===== config.mk =====
export PLATFORM = sky130hd
export DESIGN_NAME = xlat_cache
export DESIGN_NICKNAME = d
export VERILOG_FILES = /design/src/rtl/xlat_pkg.sv /design/src/rtl/xlat_req_stage.sv /design/src/rtl/xlat_way_store.sv /design/src/rtl/xlat_hit_select.sv /design/src/rtl/xlat_replace.sv /design/src/rtl/xlat_cache.sv
export SDC_FILE = /design/constraint.sdc
export NUM_CORES = 1
export LEC_CHECK = 0
export CELL_PAD_IN_SITES_DETAIL_PLACEMENT = 0
export CELL_PAD_IN_SITES_GLOBAL_PLACEMENT = 1
export CORE_MARGIN = 2
export CORE_UTILIZATION = 59
export CTS_CLUSTER_DIAMETER = 150
export DETAILED_ROUTE_END_ITERATION = 6
export DONT_BUFFER_PORTS = 1
export PLACE_DENSITY_LB_ADDON = 0.1
export REMOVE_ABC_BUFFERS = 1
export SLEW_MARGIN = 20
export SYNTH_ARGS = -nofsm -noshare
export SYNTH_HDL_FRONTEND = slang
export SYNTH_SLANG_ARGS = --single-unit

===== constraint.sdc =====
create_clock -name clk -period 9.03 [get_ports clk]
set_clock_uncertainty 0.05 [all_clocks]
set_input_delay 0.4515 -clock clk [delete_from_list [all_inputs] [get_ports clk]]
set_output_delay 0.4515 -clock clk [all_outputs]
set_load 0.01 [all_outputs]

===== src/rtl/xlat_pkg.sv =====
package xlat_pkg;

  parameter int unsigned DEF_VPN_W    = 16;
  parameter int unsigned DEF_PPN_W    = 12;
  parameter int unsigned DEF_SET_BITS = 2;
  parameter int unsigned DEF_WAYS     = 2;
  parameter int unsigned DEF_PERM_W   = 4;

  // Where a fill takes its destination line from.
  typedef enum logic [1:0] {
    SRC_MATCH  = 2'd0,
    SRC_FREE   = 2'd1,
    SRC_VICTIM = 2'd2
  } fill_src_e;

endpackage


===== src/rtl/xlat_req_stage.sv =====
module xlat_req_stage #(
  parameter int unsigned VPN_W = 16
) (
  input  logic             clk,
  input  logic             rst_n,
  input  logic             lk_valid,
  input  logic [VPN_W-1:0] lk_vpn,
  output logic             req_valid_q,
  output logic [VPN_W-1:0] req_vpn_q
);

  logic [VPN_W-1:0] req_vpn_d;

  // Hold the last page number unless a new request arrives.
  always_comb begin
    req_vpn_d = req_vpn_q;
    if (lk_valid) begin
      req_vpn_d = lk_vpn;
    end
  end

  always_ff @(posedge clk or negedge rst_n) begin
    if (!rst_n) begin
      req_valid_q <= 1'b0;
      req_vpn_q   <= '0;
    end else begin
      req_valid_q <= lk_valid;
      req_vpn_q   <= req_vpn_d;
    end
  end

endmodule


===== src/rtl/xlat_way_store.sv =====
module xlat_way_store #(
  parameter int unsigned SET_BITS = 2,
  parameter int unsigned TAG_W    = 14,
  parameter int unsigned DATA_W   = 16,
  localparam int unsigned SETS    = 1 << SET_BITS
) (
  input  logic                clk,
  input  logic                rst_n,
  input  logic                flush,
  input  logic                wr_en,
  input  logic [SET_BITS-1:0] wr_set,
  input  logic [TAG_W-1:0]    wr_tag,
  input  logic [DATA_W-1:0]   wr_data,
  input  logic [SET_BITS-1:0] rd_set,
  output logic                rd_valid,
  output logic [TAG_W-1:0]    rd_tag,
  output logic [DATA_W-1:0]   rd_data,
  input  logic [SET_BITS-1:0] pr_set,
  output logic                pr_valid,
  output logic [TAG_W-1:0]    pr_tag
);

  logic [SETS-1:0]   valid_q;
  logic [SETS-1:0]   valid_d;
  logic [TAG_W-1:0]  tag_q  [SETS];
  logic [DATA_W-1:0] data_q [SETS];
  logic              wr_go;

  assign wr_go = wr_en & ~flush;

  always_comb begin
    valid_d = valid_q;
    if (flush) begin
      valid_d = '0;
    end else if (wr_en) begin
      valid_d[wr_set] = 1'b1;
    end
  end

  always_ff @(posedge clk or negedge rst_n) begin
    if (!rst_n) begin
      valid_q <= '0;
    end else begin
      valid_q <= valid_d;
    end
  end

  // Tags and payload carry no reset; the valid flags qualify them.
  always_ff @(posedge clk) begin
    if (wr_go) begin
      tag_q[wr_set]  <= wr_tag;
      data_q[wr_set] <= wr_data;
    end
  end

  assign rd_valid = valid_q[rd_set];
  assign rd_tag   = tag_q[rd_set];
  assign rd_data  = data_q[rd_set];
  assign pr_valid = valid_q[pr_set];
  assign pr_tag   = tag_q[pr_set];

endmodule


===== src/rtl/xlat_hit_select.sv =====
module xlat_hit_select #(
  parameter int unsigned WAYS     = 2,
  parameter int unsigned TAG_W    = 14,
  parameter int unsigned DATA_W   = 16,
  localparam int unsigned WAY_BITS = (WAYS > 1) ? $clog2(WAYS) : 1
) (
  input  logic                         en,
  input  logic [TAG_W-1:0]             lk_tag,
  input  logic [WAYS-1:0]              way_valid,
  input  logic [WAYS-1:0][TAG_W-1:0]   way_tag,
  input  logic [WAYS-1:0][DATA_W-1:0]  way_data,
  output logic [WAYS-1:0]              match,
  output logic                         hit,
  output logic [WAY_BITS-1:0]          hit_way,
  output logic [DATA_W-1:0]            data
);

  for (genvar w = 0; w < WAYS; w++) begin : g_cmp
    assign match[w] = en & way_valid[w] & (way_tag[w] == lk_tag);
  end

  // Lowest matching index wins; data is forced to zero on a miss.
  always_comb begin
    hit     = |match;
    hit_way = '0;
    data    = '0;
    for (int w = WAYS - 1; w >= 0; w--) begin
      if (match[w]) begin
        hit_way = WAY_BITS'(w);
        data    = way_data[w];
      end
    end
  end

endmodule


===== src/rtl/xlat_replace.sv =====
module xlat_replace
  import xlat_pkg::*;
#(
  parameter int unsigned SET_BITS  = 2,
  parameter int unsigned WAYS      = 2,
  parameter int unsigned TAG_W     = 14,
  localparam int unsigned SETS     = 1 << SET_BITS,
  localparam int unsigned WAY_BITS = (WAYS > 1) ? $clog2(WAYS) : 1
) (
  input  logic                       clk,
  input  logic                       rst_n,
  input  logic                       touch_en,
  input  logic [SET_BITS-1:0]        touch_set,
  input  logic [WAY_BITS-1:0]        touch_way,
  input  logic                       fill_en,
  input  logic [SET_BITS-1:0]        fill_set,
  input  logic [TAG_W-1:0]           fill_tag,
  input  logic [WAYS-1:0]            pr_valid,
  input  logic [WAYS-1:0][TAG_W-1:0] pr_tag,
  output logic [WAY_BITS-1:0]        fill_way
);

  logic [WAY_BITS-1:0] vict_q [SETS];
  logic [WAY_BITS-1:0] vict_d [SETS];
  logic [WAY_BITS-1:0] match_way;
  logic [WAY_BITS-1:0] free_way;
  logic                any_match;
  logic                any_free;
  fill_src_e           src;

  function automatic logic [WAY_BITS-1:0] succ(input logic [WAY_BITS-1:0] w);
    succ = (w == WAY_BITS'(WAYS - 1)) ? '0 : w + 1'b1;
  endfunction

  // Find an existing copy of the page and the first free line.
  always_comb begin
    any_match = 1'b0;
    any_free  = 1'b0;
    match_way = '0;
    free_way  = '0;
    for (int w = WAYS - 1; w >= 0; w--) begin
      if (pr_valid[w] && (pr_tag[w] == fill_tag)) begin
        any_match = 1'b1;
        match_way = WAY_BITS'(w);
      end
      if (!pr_valid[w]) begin
        any_free = 1'b1;
        free_way = WAY_BITS'(w);
      end
    end
  end

  always_comb begin
    if (any_match)     src = SRC_MATCH;
    else if (any_free) src = SRC_FREE;
    else               src = SRC_VICTIM;
  end

  always_comb begin
    case (src)
      SRC_MATCH: fill_way = match_way;
      SRC_FREE:  fill_way = free_way;
      default:   fill_way = vict_q[fill_set];
    endcase
  end

  // The pointer names the next line to evict; a fill overrides a hit.
  always_comb begin
    for (int s = 0; s < SETS; s++) begin
      vict_d[s] = vict_q[s];
    end
    if (touch_en) begin
      vict_d[touch_set] = succ(touch_way);
    end
    if (fill_en) begin
      vict_d[fill_set] = succ(fill_way);
    end
  end

  always_ff @(posedge clk or negedge rst_n) begin
    if (!rst_n) begin
      for (int s = 0; s < SETS; s++) begin
        vict_q[s] <= '0;
      end
    end else begin
      for (int s = 0; s < SETS; s++) begin
        vict_q[s] <= vict_d[s];
      end
    end
  end

endmodule


===== src/rtl/xlat_cache.sv =====
module xlat_cache
  import xlat_pkg::*;
#(
  parameter int unsigned VPN_W    = DEF_VPN_W,
  parameter int unsigned PPN_W    = DEF_PPN_W,
  parameter int unsigned SET_BITS = DEF_SET_BITS,
  parameter int unsigned WAYS     = DEF_WAYS,
  parameter int unsigned PERM_W   = DEF_PERM_W
) (
  input  logic              clk,
  input  logic              rst_n,
  input  logic              lk_valid,
  input  logic [VPN_W-1:0]  lk_vpn,
  output logic              rsp_valid,
  output logic              rsp_hit,
  output logic [PPN_W-1:0]  rsp_ppn,
  output logic [PERM_W-1:0] rsp_perm,
  input  logic              fill_valid,
  input  logic [VPN_W-1:0]  fill_vpn,
  input  logic [PPN_W-1:0]  fill_ppn,
  input  logic [PERM_W-1:0] fill_perm,
  input  logic              flush
);

  localparam int unsigned TAG_W    = VPN_W - SET_BITS;
  localparam int unsigned DATA_W   = PPN_W + PERM_W;
  localparam int unsigned WAY_BITS = (WAYS > 1) ? $clog2(WAYS) : 1;

  logic                       req_valid_q;
  logic [VPN_W-1:0]           req_vpn_q;
  logic [SET_BITS-1:0]        rd_set;
  logic [TAG_W-1:0]           rd_tag_key;
  logic [SET_BITS-1:0]        fl_set;
  logic [TAG_W-1:0]           fl_tag;
  logic                       fill_go;
  logic [WAY_BITS-1:0]        fill_way;
  logic [WAYS-1:0]            rd_valid;
  logic [WAYS-1:0][TAG_W-1:0] rd_tag;
  logic [WAYS-1:0][DATA_W-1:0] rd_data;
  logic [WAYS-1:0]            pr_valid;
  logic [WAYS-1:0][TAG_W-1:0] pr_tag;
  logic [WAYS-1:0]            way_match;
  logic                       hit;
  logic [WAY_BITS-1:0]        hit_way;
  logic [DATA_W-1:0]          hit_data;

  xlat_req_stage #(.VPN_W(VPN_W)) u_req (
    .clk         (clk),
    .rst_n       (rst_n),
    .lk_valid    (lk_valid),
    .lk_vpn      (lk_vpn),
    .req_valid_q (req_valid_q),
    .req_vpn_q   (req_vpn_q)
  );

  assign rd_set     = req_vpn_q[SET_BITS-1:0];
  assign rd_tag_key = req_vpn_q[VPN_W-1:SET_BITS];
  assign fl_set     = fill_vpn[SET_BITS-1:0];
  assign fl_tag     = fill_vpn[VPN_W-1:SET_BITS];
  assign fill_go    = fill_valid & ~flush;

  for (genvar w = 0; w < WAYS; w++) begin : g_way
    xlat_way_store #(
      .SET_BITS (SET_BITS),
      .TAG_W    (TAG_W),
      .DATA_W   (DATA_W)
    ) u_store (
      .clk      (clk),
      .rst_n    (rst_n),
      .flush    (flush),
      .wr_en    (fill_go && (fill_way == WAY_BITS'(w))),
      .wr_set   (fl_set),
      .wr_tag   (fl_tag),
      .wr_data  ({fill_ppn, fill_perm}),
      .rd_set   (rd_set),
      .rd_valid (rd_valid[w]),
      .rd_tag   (rd_tag[w]),
      .rd_data  (rd_data[w]),
      .pr_set   (fl_set),
      .pr_valid (pr_valid[w]),
      .pr_tag   (pr_tag[w])
    );
  end

  xlat_hit_select #(
    .WAYS   (WAYS),
    .TAG_W  (TAG_W),
    .DATA_W (DATA_W)
  ) u_hit (
    .en        (req_valid_q & ~flush),
    .lk_tag    (rd_tag_key),
    .way_valid (rd_valid),
    .way_tag   (rd_tag),
    .way_data  (rd_data),
    .match     (way_match),
    .hit       (hit),
    .hit_way   (hit_way),
    .data      (hit_data)
  );

  xlat_replace #(
    .SET_BITS (SET_BITS),
    .WAYS     (WAYS),
    .TAG_W    (TAG_W)
  ) u_repl (
    .clk       (clk),
    .rst_n     (rst_n),
    .touch_en  (hit),
    .touch_set (rd_set),
    .touch_way (hit_way),
    .fill_en   (fill_go),
    .fill_set  (fl_set),
    .fill_tag  (fl_tag),
    .pr_valid  (pr_valid),
    .pr_tag    (pr_tag),
    .fill_way  (fill_way)
  );

  assign rsp_valid = req_valid_q;
  assign rsp_hit   = hit;
  assign rsp_ppn   = hit_data[DATA_W-1:PERM_W];
  assign rsp_perm  = hit_data[PERM_W-1:0];

endmodule


; Yosys cells after proc, flatten, opt, wreduce, memory -nomap -nowiden
; Memories as Yosys holds them, arrays and structs flattened.
; Cells that the tools add are included.
[classes]
n_eq_ne = 5
bitwise = 14
shift = 0
reduce_logical = 11
n_lt_le_gt_ge = 7
add_sub_neg = 2
muxes = 44
n_mul = 0
div_mod_pow = 0
[ops]
columns = operator, n
row1 = 14-bit == test, 4
row2 = 16-bit two-way mux, 2
row3 = 4-bit two-way mux, 6
row4 = 1-bit two-way mux, 23
row5 = 1-bit binary-select mux with 2-bit select, 5
row6 = 1-bit bitwise AND, 8
row7 = 4-bit bitwise mux, 2
row8 = 4-bit bitwise OR, 2
row9 = 1-bit logical AND, 7
row10 = 1-bit demux with 2-bit select, 3
row11 = 3-bit >= comparator (second input constant), 2
row12 = 2-bit by 3-bit less-than comparator with 1-bit output (second input constant), 2
row13 = 3-bit by 1-bit less-than comparator with 1-bit output (second input constant), 2
row14 = 2-bit inverter with 3-bit output, 2
row15 = 2-bit two-way mux, 2
row16 = 2-bit nonzero test, 2
row17 = 1-bit adder (second input constant), 2
row18 = 2-bit by 1-bit == test with 1-bit output (second input constant), 1
row19 = 2-bit by 1-bit >= comparator with 1-bit output (second input constant), 1
row20 = 2-bit logical NOT, 1
row21 = 1-bit inverter, 2
row22 = 1-bit case mux with 2 select lines, 1
row23 = 2-bit OR reduction, 1
[word_totals]
in_bits = 53
romBits = 0
mem_bits_rw = 240
n_memories = 4
regBits = 29
elab_cells = 95
latchBits = 0
output_inout_bits = 18
[mem_list]
columns = memory, depth, width, read_ports, rd_ports_with_merged_regs, wr, line
row1 = g_way[0].u_store.data_q, 4, 16, 1, 0, 1, xlat_way_store.sv:26  ; logic [DATA_W-1:0] data_q [SETS];
row2 = g_way[1].u_store.data_q, 4, 16, 1, 0, 1, xlat_way_store.sv:26
row3 = g_way[0].u_store.tag_q, 4, 14, 2, 0, 1, xlat_way_store.sv:25  ; logic [TAG_W-1:0] tag_q [SETS];
row4 = g_way[1].u_store.tag_q, 4, 14, 2, 0, 1, xlat_way_store.sv:25

; Logic depth before layout (Yosys ltp)
; Gate-level depths: netlist of run 1.
[logic_depth]
ltp_word = 13
depth_mapped = 11
mapped_depth_nobuf = 6

; Modules after synthesis
; From an unflattened synthesis of run 1, not the netlist that was laid out.
[unflattened]
hier_cells = 631
hier_area_um2 = 12085.3
[by_module_without_submodules]
columns = module, instances, seq_area_each_um2, area_each_um2, cells_each
row1 = xlat_way_store (g_way[0].u_store), 1, 3703.6, 4942.2, 194
row2 = xlat_way_store (g_way[1].u_store), 1, 3703.6, 4937.2, 196
row3 = xlat_hit_select, 1, 0.0, 923.4, 133
row4 = xlat_req_stage, 1, 425.4, 674.4, 35
row5 = xlat_replace, 1, 100.1, 579.3, 69
row6 = xlat_cache, 1, 0.0, 28.8, 4

; Worst setup path after synthesis of run 1
; No wires, ideal clock.
[synth_timing]
path_type = input-to-reg
from = input port fill_vpn[0]
to = memory g_way[0].u_store.data_q[1][0], enable pin
required_ps = 8553
path_stages = 6
setup_slack_ps = 4754
path_buffers = 1
arrival_time_ps = 3799
setup_ps = 427
cell_sequence = buf_2 mux4_2 xor2_1 nor4_1 nand3_1 a21oi_1
[synth_via]
elab_chain_len = 13
word_cells_on_any_way = 30
classes_between = eq/ne (3) / mux (18) / bitwise (3) / reduce/logical (4) / memory (2)
[synth_rtl]
columns = element, line
row1 = "start, declared", xlat_cache.sv:19  ; input logic [VPN_W-1:0] fill_vpn,
row2 = memory 4 x 14 bit or 1-bit binary-select mux with 2-bit select (tied branches), -
row3 = 14-bit == test or 1-bit two-way mux (tied branches), "xlat_replace.sv:42, xlat_way_store.sv:59"
row4 = 1-bit logical AND or 1-bit two-way mux (tied branches), "xlat_replace.sv:42, xlat_replace.sv:46"
row5 = 1-bit two-way mux (on tied branches), "xlat_replace.sv:42, xlat_replace.sv:46"
row6 = 1-bit two-way mux or 2-bit two-way mux (tied branches), "xlat_replace.sv:42, xlat_replace.sv:55"
row7 = 2-bit two-way mux, xlat_replace.sv:54  ; if (any_match) src = SRC_MATCH;
row8 = 2-bit by 1-bit == test with 1-bit output or 2-bit logical NOT (tied branches), xlat_replace.sv:60  ; case (src)
row9 = 1-bit case mux with 2 select lines, xlat_replace.sv:60
row10 = 1-bit inverter, xlat_cache.sv:71  ; .wr_en (fill_go && (fill_way == WAY_BITS'(w))),
row11 = 1-bit logical AND, xlat_cache.sv:71
row12 = 1-bit bitwise AND, xlat_way_store.sv:29  ; assign wr_go = wr_en & ~flush;
row13 = 1-bit two-way mux, xlat_way_store.sv:50  ; if (wr_go) begin
row14 = 1-bit two-way mux (not written as such), xlat_way_store.sv:52  ; data_q[wr_set] <= wr_data;
row15 = "end, declared", xlat_way_store.sv:26
; Several ways; a longest one is shown, not always the timed one. The select of a mux whose other input is x is not followed.

; Worst setup path after layout of run 1
[layout_timing]
from = register u_req.req_vpn_q[0]
to = output port rsp_ppn[3]
[layout_via]
elab_chain_len = 6
word_cells_on_any_way = 16
classes_between = eq/ne (2) / mux (6) / bitwise (4) / memory (4)
[layout_rtl]
columns = element, line
row1 = "start, declared", xlat_req_stage.sv:9  ; output logic [VPN_W-1:0] req_vpn_q
row2 = "start signal, assigned", xlat_req_stage.sv:28  ; req_vpn_q <= req_vpn_d;
row3 = branches (longest 5 deep; another with memory 4 x 14 bit), -
row4 = 16-bit two-way mux *, xlat_hit_select.sv:28  ; if (match[w]) begin
row5 = "end, declared", xlat_cache.sv:16  ; output logic [PPN_W-1:0] rsp_ppn,
; Every way passes the cells marked *. The select of a mux whose other input is x is not followed.

==> results of run 1 <==
-- sequential cells by signal, indices dropped and copies added, names as in the netlist --
register / count
u_req.req_vpn_q: 16
u_repl.vict_q: 4
g_way.u_store.data_q: 128
g_way.u_store.valid_q: 8
g_way.u_store.tag_q: 112
u_req.req_valid_q: 1
-- worst max-delay path, delay by kind of cell (launching register included) --
kind,cells,cell delay [ps]
flops,1,760
mux,1,620
xor+xnor,1,180
simple gates,3,1140
buf+inv,1,650
compound gates,1,640
-- routing by layer --
| metal | vias to the layer above | share of wire | track usage |
|---|---|---|---|
| met2 | 284 | 0.50 | 0.438 |
| met3 | 53 | 0.071 | 0.0466 |
| li1 | 2766 | - | - |
| met5 | - | 0 | 0 |
| met1 | 3392 | 0.40 | 0.372 |
| met4 | 0 | 0.029 | 0.0718 |
-- how the worst min path moves through the flow --
stage / start / to / slack (ps) / cells after the start
floorplan: rst_n / g_way[0].u_store.valid_q[0]$_DFFE_PN0P_ / 110 / 0
global placement: rst_n / u_req.req_vpn_q[7]$_DFFE_PN0P_ / 110 / 0
detailed placement: rst_n / u_req.req_vpn_q[12]$_DFFE_PN0P_ / 110 / 0
CTS: lk_vpn[10] / u_req.req_vpn_q[10]$_DFFE_PN0P_ / 1 / 1
global route: lk_vpn[13] / u_req.req_vpn_q[13]$_DFFE_PN0P_ / 4 / 1
finish: lk_valid / u_req.req_vpn_q[11]$_DFFE_PN0P_ / 10 / 1
-- synth_stat cells (all sizes together) --
master | n | area share
o32ai | 2 | 0.0015
a2111o | 1 | 0.00094
and4 | 1 | 0.00073
o31ai | 17 | 0.016
or2 | 2 | 0.0010
a211oi | 1 | 0.00063
dfrtp | 29 | 0.061
nand4 | 6 | 0.0037
xor2 | 21 | 0.015
a41oi | 4 | 0.0029
mux4 | 81 | 0.16
a31oi | 8 | 0.0042
o22ai | 1 | 0.00052
a22o | 5 | 0.0037
o21ai | 12 | 0.0050
nor4 | 4 | 0.0026
nand2 | 12 | 0.0038
o2111ai | 2 | 0.0015
xnor2 | 34 | 0.025
o41ai | 4 | 0.0029
and2 | 6 | 0.0031
and3 | 1 | 0.00052
o2111a | 1 | 0.00094
a22oi | 4 | 0.0025
nor2 | 7 | 0.0022
edfxtp | 240 | 0.60
clkbuf | 15 | 0.0047
mux2i | 24 | 0.020
o211ai | 4 | 0.0025
mux2 | 14 | 0.013
a2bb2oi | 1 | 0.00073
a21oi | 6 | 0.0025
nand2b | 2 | 0.0010
nor2b | 2 | 0.0010
a221oi | 1 | 0.0013
or3 | 1 | 0.00052
nand3 | 20 | 0.0084
a21o | 1 | 0.00063
o2bb2ai | 2 | 0.0015
nor3 | 2 | 0.00084
buf | 23 | 0.013
inv | 27 | 0.0085
-- stage by stage --
step / instance area [um2] / setup slack [ps] / util / cells / power, uW
2_1_floorplan: 11800 / 2960 / - / 613 / 1570
3_3_place_gp: 12300 / 4270 / 0.610 / 896 / 1610
3_5_place_dp: 12300 / 4160 / 0.610 / 896 / 1610
4_1_cts: 13600 / 3530 / 0.677 / 991 / 2760
5_1_grt: 13600 / 3650 / 0.678 / 992 / 2820
6_report: 13600 / 3930 / 0.678 / 992 / 2740
-- cell families after synthesis --
group,Yosys count
XOR/XNOR,55
multiplexers,119
buffers and inverters,65
AO/OA/AOI/OAI,77
flip-flops,269
AND/OR/NAND/NOR,66
-- area by class of cell --
cell class | instances | area (um2) | area share
clock buffers | 36 | 761 | 0.0558
clock inverters | 16 | 148 | 0.0108
inverters | 27 | 101 | 0.00744
multi-input cells | 317 | 3790 | 0.278
flip-flops and latches | 269 | 7940 | 0.583
well taps | 270 | 338 | 0.0248
repair buffers | 57 | 548 | 0.0402
-- what timing repair did --
| action | 4_1_cts | 5_1_grt |
|---|---|---|
| endpoints found under the hold margin | 281 | 1 |
| gates resized for setup | 0 | 0 |
| endpoints found under the setup margin | 0 | 0 |
| hold buffers | 43 | 1 |
-- power groups by stage --
stage          combinational, uW  clock (uW)  sequential [uW]
6_report                     212        1120             1410
4_1_cts                      211        1140             1410
3_5_place_dp                 177           0             1430
3_3_place_gp                 177           0             1430
2_1_floorplan                132           0             1440
5_1_grt                      226        1180             1410
==> results by group, run 1 <==
Clocking
  • Clock root cell: clkbuf_16
  • Clock buffer depth: 3
  • CTS tree: yes
  • Setup Buffers After CTS: 0
  • Clock transition at path regs: 60 ps
  • Clock Sinks: 269
  • H-tree Lvls: 1
  • Clock Latency Late Sink: 550 ps
  • TritonCTS Buffers: 28

Worst setup path
  • Required time worst endpoint: 8530 ps
  • RR Endpoint: g_way[0].u_store.tag_q[1][13]$_DFFE_PP_
  • R2R Setup Slk: 4740 ps
  • Cells along the critical path: buf_4 > mux4_2 > xor2_1 > nor4_2 > nand4_2 > or2_1 > o31ai_1
  • Worst path slowest cell: dfrtp_4
  • CP startpoint: u_req.req_vpn_q[0]$_DFFE_PN0P_
  • R2R Path Start: g_way[0].u_store.tag_q[3][11]$_DFFE_PP_
  • CP startpoint kind: flop
  • CP Capture Type: output pin
  • CP Class: reg -> out
  • Critical path fanouts, max: 37
  • Worst-case reg-to-reg path depth: 7
  • CP peak stage delay: roughly 760 ps
  • Crit path DAT: 4600 ps
  • End of the critical path: rsp_ppn[3]

STA
  • Worst slew margin: 0.259
  • Hold Vio Cnt, Final: 0
  • Max Slew Vio Count: 0
  • Min Hold Slack: 12.7 ps
  • Setup TNS: 0 ps
  • Final setup vio count: 0
  • Final min period: 5100 ps
  • Slew at the pin closest to its max-slew limit: 1110 ps
  • F_max: a little under 200 MHz
  • Unrepaired setup endpoints after global routing: false
  • Final period util: 0.565

GRT
  • Vias in the first global route: 6,685
  • Remaining global-route overflow: 0
  • Initial antenna violation count: 0
  • Largest net degree at the start of global routing: 68
  • Global-route wire length before repair: 42,100 um
  • GRT Total Usage: 0.265

Outcome
  • Status: finished clean

Cells and area
  • Share of cells above drive strength 1: 0.222
  • Commonest non-fill, non-tap cells in the layout: edfxtp_1, mux4_2, dlygate4sd3_1
  • Fill cell count: 1,284
  • Antenna diodes: 0
  • Most common cell after layout, fill and taps aside: edfxtp_1
  • Nets@finish: 753
  • Area growth syn-to-layout: 13.8%

Floorplanning
  • Row cnt: 52
  • Die ar.: 0.0215 mm2
  • Die Ht: approximately 150 um
  • Number of I/O pins: 71
  • Initial Utilization: 0.596
  • Die Width: 146 um
  • Core Region: a little over 0.02 mm2

Pwr
  • Internal: 2140 uW
  • Combinational fraction of design power: 0.077
  • Fraction of power consumed by sequential logic: 0.514
  • Peak VDD IR: roughly 0.17 mV
  • Sw Ratio: 0.219
  • Pleak: 0.00451 uW
  • Clock share of power: 0.408
  • Psw: 598 uW
  • PwrDens: between 200 and 250 mW/mm2

Route
  • Drt drc: 0
  • WL final: 27,400 um
  • Iter 0 DRT Violations: 636
  • ANT nets after route: 0
  • WL/cell: 27.7 um
  • 1st-pass router iterations: 7
  • Vias: roughly 6,500
  • Vias per cell: 6.55

Placement
  • Buffers on Ports: 0
  • GP Congestion: 0.853
  • HPWL after detailed placement: 16,300 um

Yosys
  • Syn Area/Cell: 18.4 um2
  • Post-Synthesis Cells: roughly 650
  • Sequential element share of the synthesized area: 0.662
  • Xor and xnor area share after synthesis: 0.0402
  • Synth unique cells: 52
  • Synth Area in Adders: 0
  • Simple-gate area share of the yosys netlist: 0.0295
  • Mux contribution to synthesized area: 0.190
  • Register bit total from synthesis: 269
  • Synth Area in Compound Gates: 0.0518
  • Largest family of logic cells by synthesized area: multiplexers
  • Mapped cell area: 0.0120 mm2
  • Yosys warns: 0

Run
  • Max cap viols: 0

Hold path
  • Hold crit path type: in -> reg
No activity file was read; power rests on OpenSTA's default activity.
==> run 2, diff against run 1 <==
ABC_AREA = 1   (was default)
CORE_UTILIZATION = 45   (was 59)
clock period = 4.18 ns   (was 9.03 ns; I/O delays follow)
==> run 2 against run 1 <==
  * Total power rose by 120%
  * Worst setup slack lost 3500 ps
  * First-iteration DRC count increased by 15%
  * Worst hold slack improved by 7.9 ps
  * Clock power increased by 120%
  * Flip-flop and latch count unchanged
  * Core utilization fell by 14 points
  * Critical path depth up 7
  * Sequential share of layout area fell by 4.7 points
==> results by group, run 2 <==
Route
  • Vias: 9,563 (+47%)
  • Iter 0 DRT Violations: 731 (+15%)
  • Vias per cell: 5.32 (-19%)
  • 1st-pass router iterations: 5 (-2)
  • WL final: 38,000 um (+39%)
  • ANT nets after route: 0 (unchanged)
  • WL/cell: 21.2 um (-24%)
  • Drt drc: 0 (unchanged)

Floorplanning
  • Initial Utilization: 0.455 (-0.141)
  • Core Region: 0.0277 mm2 (+38%)
  • Die Ht: 171 um (+17%)
  • Row cnt: 61 (+17%)
  • Die Width: 171 um (+17%)
  • Die ar.: 0.0294 mm2 (+37%)
  • Number of I/O pins: 71 (unchanged)

Cells and area
  • Fill cell count: 2,576 (+100%)
  • Area growth syn-to-layout: 17.4%
  • Max reg flops: 128 (unchanged)
  • Most common cell after layout, fill and taps aside: nand2_1
  • Share of cells above drive strength 1: 0.0698 (-0.152)
  • Non-Filler Instances: 1,797 (+81%)
  • Top Registers: g_way.u_store.data_q x128, g_way.u_store.tag_q x112, u_req.req_vpn_q x16
  • Biggest register: g_way.u_store.data_q
  • Multi-input gate area: 0.00405 mm2 (+6.9%)
  • Nets@finish: 1,451 (+93%)
  • Register Area: 0.00793 mm2 (about the same)
  • Commonest non-fill, non-tap cells in the layout: nand2_1, edfxtp_1, inv_1
  • Antenna diodes: 0 (unchanged)

Hold path
  • Worst hold start: fill_valid
  • Hold EP: g_way[0].u_store.valid_q[2]$_DFFE_PN0P_
  • Hold depth: 4 (+3)
  • Hold crit path type: in -> reg

Outcome
  • Status: finished clean

GRT
  • Vias in the first global route: 9,443 (+41%)
  • Largest net degree at the start of global routing: 80 (+18%)
  • GRT Total Usage: 0.264 (-0.00103)
  • Global-route wire length before repair: 57,100 um (+36%)
  • Initial antenna violation count: 0 (unchanged)
  • Remaining global-route overflow: 0 (unchanged)

Pwr
  • Peak VDD IR: 0.374 mV (+120%)
  • PwrDens: 413 mW/mm2 (+110%)
  • Pleak: 0.00607 uW (+34%)

Yosys
  • Syn Area/Cell: 9.65 um2 (-48%)
  • EDFF count, synth: 240 (unchanged)
  • Count leader, synth: nand2_1
  • Post-synth top area cell: edfxtp_1
  • Largest cells by area after synthesis: edfxtp_1, nand2_1, dfrtp_1
  • Register bit total from synthesis: 269 (unchanged)
  • Area share of the largest cell type after synthesis: 0.572 (-0.0300)
  • Synth unique cells: 31 (-40%)
  • Post-Synthesis Cells: 1,306 (+100%)
  • Primary FF master, synth: edfxtp_1
  • Yosys warns: 0 (unchanged)
  • Mapped cell area: 0.0126 mm2 (+5.2%)
  • Async S/R FF share, synth: 0.108 (unchanged)
  • Synth top cells by count: nand2_1, edfxtp_1, inv_1
  • Sequential element share of the synthesized area: 0.629 (-0.0330)

STA
  • Slew at the pin closest to its max-slew limit: 734 ps (-377 ps)
  • Final period util: 0.902
  • Worst slew margin: 0.508 (+0.248)
  • Hold Vio Cnt, Final: 0 (unchanged)
  • Min Hold Slack: 20.6 ps (+7.94 ps)
  • Final setup vio count: 0 (unchanged)
  • Unrepaired setup endpoints after global routing: false
  • F_max: around 270 MHz
  • Setup WS post-layout: 409 ps (-3520 ps)
  • Setup TNS: 0 ps (unchanged)
  • Max Slew Vio Count: 0 (unchanged)
  • Final min period: 3770 ps

Worst setup path
  • Cell mode on critical path: nand2_1
  • CP startpoint kind: flop
  • CP peak stage delay: 520 ps (-240 ps)
  • Crit path DAT: 3510 ps (-1090 ps)
  • Worst Path Buf+Inv: 3 (+2)
  • Critical path fanouts, max: 16 (-57%)
  • R2R Setup Slk: 870 ps (-3870 ps)
  • Worst-case reg-to-reg path depth: 15 (+8)
  • R2R Path Start: g_way[1].u_store.tag_q[3][11]$_DFFE_PP_
  • CP Capture Type: output pin
  • RR Endpoint: g_way[0].u_store.data_q[3][9]$_DFFE_PP_
  • Worst path slowest cell: dfrtp_2
  • Required time worst endpoint: 3920 ps (-4610 ps)
  • CP Class: reg -> out
  • CP delay by family, top: simple AND/OR/NAND/NOR gates
  • Cells along the critical path: inv_2 > buf_4 > nand2_1 > nand2_1 > nand2_1 > nand2_1 > nand2_1 > nand2_1 > nand3_1 > nor2_2 > nand2_4 > nand2_4 > o21ai_0 > buf_4

Clocking
  • H-tree Lvls: 1 (unchanged)
  • Clock transition at path regs: 60 ps (about the same)
  • Setup Buffers After CTS: 0 (unchanged)
  • Clock Latency Late Sink: 540 ps (about the same)
  • Cts repair resizes: 0 (unchanged)
  • Clock root cell: clkbuf_16
  • TritonCTS Buffers: 29 (+3.6%)
  • Hold_buf cts: 79 (+84%)
  • CTS tree: yes
  • Clock buffer depth: 3 (unchanged)
  • Clock Sinks: 269 (unchanged)

Run
  • Max cap viols: 0 (unchanged)

Placement
  • GP Congestion: 0.958 (+12%)
  • Placed insts: 1,666 (+86%)
  • HPWL after detailed placement: 23,600 um (+45%)
  • Setup WS pre-CTS: 705 ps (-3450 ps)
  • Buffers on Ports: 0 (unchanged)
-- run 2: area by class of cell --
type	instances	area share
inverters	98	0.0249
well taps	378	0.0320
clock inverters	17	0.00913
multi-input cells	889	0.274
flip-flops and latches	269	0.536
clock buffers	35	0.0506
repair buffers	111	0.0736
-- run 2: metrics by stage --
step	power, uW	instance area (um2)	utilization
6_report	6110	14800	0.534
5_1_grt	6340	14800	0.534
4_1_cts	6160	14800	0.534
3_5_place_dp	3630	13100	0.473
3_3_place_gp	3640	13100	0.473
2_1_floorplan	3420	12300	-
-- run 2: power breakdown --
group	leakage, uW	switching [uW]	internal, uW	total (uW)
clock network	0.000436	1030	1390	2420
registers	0.00252	34.0	2970	3010
logic	0.00311	453	235	688
total	0.00607	1510	4600	6110
-- run 2: cell families (layout without fill, tap and decap cells) --
logic type                after synthesis  in the layout  share of synthesized area
and+or+nand+nor                       695            695                      0.221
DFF                                   269            269                      0.629
AOI/OAI and AO/OA                     193            193                     0.0995
buffers and inverters                 148            261                     0.0498
xor gates and xnor gates                1              1                   0.000695
-- run 2: worst max-delay path by stage --
stage,from,endpoint,slack (ps),cells after the start
6_report,u_req.req_vpn_q[0]$_DFFE_PN0P_,rsp_perm[0],410,14
4_1_cts,u_req.req_vpn_q[0]$_DFFE_PN0P_,rsp_ppn[9],410,14
3_3_place_gp,fill_vpn[0],g_way[0].u_store.tag_q[0][10]$_DFFE_PP_,720,16
3_5_place_dp,fill_vpn[0],g_way[0].u_store.data_q[0][9]$_DFFE_PP_,710,16
2_1_floorplan,u_req.req_vpn_q[0]$_DFFE_PN0P_,rsp_perm[0],560,11
5_1_grt,u_req.req_vpn_q[0]$_DFFE_PN0P_,rsp_ppn[9],200,14
-- run 2: worst register-to-register path: cells and delay by family (launching register included) --
kind                   cells  cell delay [ps]
DFF                        1              350
and+or+nand+nor           11             1360
buffers and inverters      3             1090
AOI/OAI and AO/OA          1              190
-- run 2: routing by layer --
metal	track usage	up-vias	wire length [um]
met5	0	-	0
met4	0.0833	0	1090
met3	0.0364	65	2200
met2	0.450	279	18400
met1	0.350	4594	16400
li1	-	4625	-
==> run 3, diff against run 2 <==
ABC_AREA = default   (was 1)
CORE_UTILIZATION = 50   (was 45)
==> run 3 against run 2 <==
  * Fmax down 2.9%
  * Global-route usage shrank 3.4 points
  * Count of clock-buffer cells in the layout increased by 2
  * Final area down 5.7%
  * First-iteration DRC count fell by 28%
  * Total power shrank 4.3%
  * Cell count fell by 41%
  * Sequential power about the same
  * Critical endpoint is now rsp_ppn[10]
==> results by group, run 3 (synthesis results as in run 1) <==
Pwr
  • Internal: 4520 uW (-1.7%)
  • Peak VDD IR: 0.332 mV (-11%)
  • Fraction of power consumed by sequential logic: 0.520 (+0.028)
  • Psw: 1330 uW (-12%)
  • Sw Ratio: 0.227 (-0.0206)
  • Combinational fraction of design power: 0.084 (-0.029)
  • Clock share of power: 0.396 (about the same)
  • Pleak: 0.00463 uW (-24%)
  • PwrDens: 419 mW/mm2 (+1.5%)

STA
  • Max Slew Vio Count: 0 (unchanged)
  • F_max: 257 MHz (-2.9%)
  • Final min period: 3880 ps (+113 ps)
  • Slew at the pin closest to its max-slew limit: 1050 ps (+314 ps)
  • Final setup vio count: 0 (unchanged)
  • Unrepaired setup endpoints after global routing: false
  • Setup WS post-layout: 296 ps (-113 ps)
  • Hold Vio Cnt, Final: 0 (unchanged)
  • Worst slew margin: 0.299 (-0.209)
  • Final period util: 0.929 (+0.0271)

Route
  • Vias per cell: 6.13 (+15%)
  • WL final: 28,800 um (-24%)
  • WL/cell: 27.0 um (+28%)
  • ANT nets after route: 0 (unchanged)
  • Iter 0 DRT Violations: 527 (-28%)
  • Drt drc: 0 (unchanged)
  • Vias: 6,538 (-32%)
  • 1st-pass router iterations: 5 (unchanged)

Hold path
  • Worst hold start: fill_vpn[0]
  • Hold crit path type: in -> reg

Cells and area
  • Most common cell after layout, fill and taps aside: edfxtp_1
  • Commonest non-fill, non-tap cells in the layout: edfxtp_1, mux4_2, dlygate4sd3_1
  • Biggest register: g_way.u_store.data_q
  • Antenna diodes: 0 (unchanged)
  • Core Util, Final: 0.595 (+0.0603)
  • Nets@finish: 780 (-46%)
  • Max reg flops: 128 (unchanged)
  • Share of cells above drive strength 1: 0.239 (+0.170)
  • Area growth syn-to-layout: 16.5%
  • Top Registers: g_way.u_store.data_q x128, g_way.u_store.tag_q x112, u_req.req_vpn_q x16

Worst setup path
  • End of the critical path: rsp_ppn[10]
  • CP delay by family, top: compound AO/OA/AOI/OAI gates
  • CP Class: reg -> out
  • CP Capture Type: output pin
  • CP startpoint: u_req.req_vpn_q[0]$_DFFE_PN0P_
  • Cells along the critical path: mux4_2 > xor2_1 > a221oi_2 > o2111ai_1 > or2_1 > buf_12 > o31ai_1
  • CP startpoint kind: flop
  • Required time worst endpoint: 3920 ps (about the same)
  • Worst path slowest cell: dfrtp_4
  • Worst Path Buf+Inv: 1 (-2)
  • Critical path fanouts, max: 15 (-1)
  • CP peak stage delay: 640 ps (+120 ps)
  • Critical Path Stages: 7 (-7)
  • R2R Setup Slk: 790 ps (-80 ps)
  • R2R Path Start: g_way[0].u_store.tag_q[3][2]$_DFFE_PP_
  • Crit path DAT: 3630 ps (+120 ps)
  • Worst-case reg-to-reg path depth: 8 (-7)
  • RR Endpoint: g_way[0].u_store.tag_q[1][4]$_DFFE_PP_

Clocking
  • TritonCTS Buffers: 28 (-3.4%)
  • Clock buffer depth: 3 (unchanged)
  • Clock Latency Late Sink: 560 ps (+20 ps)
  • Clock transition at path regs: 70 ps (about the same)
  • Clock Sinks: 269 (unchanged)
  • H-tree Lvls: 1 (unchanged)
  • CTS tree: yes
  • Clock root cell: clkbuf_16

GRT
  • Vias in the first global route: 6,851 (-27%)
  • Busiest grt layer: met2
  • Initial antenna violation count: 0 (unchanged)
  • Largest net degree at the start of global routing: 40 (-50%)
  • GRT Total Usage: 0.230 (-0.0340)
  • Global-route wire length before repair: 43,100 um (-24%)
  • Remaining global-route overflow: 0 (unchanged)
  • Met2 Usage GRT: 0.373 (-0.0765)
  • GRT met3 Usage: 0.0408 (+0.00440)
  • M1 GR Usage: 0.316 (-0.0339)

Floorplanning
  • Row cnt: 56 (-8.2%)
  • Core Region: 0.0235 mm2 (-15%)
  • Number of I/O pins: 71 (unchanged)
  • Initial Utilization: 0.510 (+0.0553)
  • Die Width: 159 um (-7.4%)
  • Die ar.: 0.0252 mm2 (-14%)
  • Die Ht: 159 um (-7.4%)

Placement
  • Setup WS pre-CTS: 619 ps (-86.3 ps)
  • Buffers on Ports: 0 (unchanged)
  • HPWL after detailed placement: 17,700 um (-25%)
  • GP Congestion: 0.849 (-11%)

Outcome
  • Status: finished clean

Run
  • Max cap viols: 0 (unchanged)
==> run 3: changes by cell type in the layout (fill, tap and decap cells not counted), moves of 29 or more <==
cell     delta
nor2_1     -61
nand2_1   -517
o21ai_0    -57
a21oi_1    -29
xnor2_1    +34
inv_1      -59
mux4_2     +67
nand3_1    -55
==> run 3: stage by stage <==
step | setup TNS (ps) | std cells | total power, uW | hold WS [ps] | cell area [um2]
finish | 0 | 1067 | 5850 | 57.4 | 14000
global route | 0 | 1067 | 6040 | 77.0 | 14000
CTS | 0 | 1065 | 5890 | 17.2 | 13900
detailed placement | 0 | 959 | 3500 | -136 | 12500
global placement | 0 | 959 | 3500 | -136 | 12500
floorplan | -31610 | 613 | 3390 | -137 | 11800
==> run 3: tightest hold or removal path, delay by kind of cell <==
family             cells  cell delay [ps]
and+or+nand+nor        1              170
AOI/OAI and AO/OA      2              220
==> run 3: area by class of cell <==
| cell class | instances | area [um2] |
|---|---|---|
| clock buffer | 37 | 764 |
| clock inverter | 14 | 101 |
| fill | 1758 | 9520 |
| inverter | 27 | 101 |
| multi-input combinational | 317 | 3800 |
| sequential | 269 | 7940 |
| tap | 319 | 399 |
| timing repair buffer | 84 | 852 |
==> run 3: how the worst min path moves through the flow <==
stage                                              endpoint  slack (ps)  depth (start not counted)
floorplan           g_way[0].u_store.valid_q[0]$_DFFE_PN0P_        -140                          0
global route                 u_req.req_vpn_q[4]$_DFFE_PN0P_          80                          2
detailed placement          u_req.req_vpn_q[12]$_DFFE_PN0P_        -140                          0
global placement            u_req.req_vpn_q[12]$_DFFE_PN0P_        -140                          0
finish              g_way[0].u_store.valid_q[3]$_DFFE_PN0P_          60                          3
CTS                 g_way[0].u_store.valid_q[3]$_DFFE_PN0P_          20                          3
==> run 3: power groups by stage <==
stage                     registers [uW]  logic [uW]  clock network [uW]
final                               3040         491                2320
after global placement              3100         392                   0
after floorplan                     3100         285                   0
after CTS                           3050         477                2370
after detailed placement            3110         393                   0
after global routing                3040         529                2470
==> run 3: routing by layer <==
metal | share of wire | wire length [um]
met2 | 0.49 | 14000
met1 | 0.42 | 12000
met3 | 0.060 | 1740
met5 | 0 | 0
met4 | 0.035 | 1020
==> run 3: timing repair <==
item,in CTS,in global routing
gates resized for setup,0,1
setup endpoints to repair,0,17
hold buffers,55,0
setup buffers,0,2
hold endpoints to repair,296,0
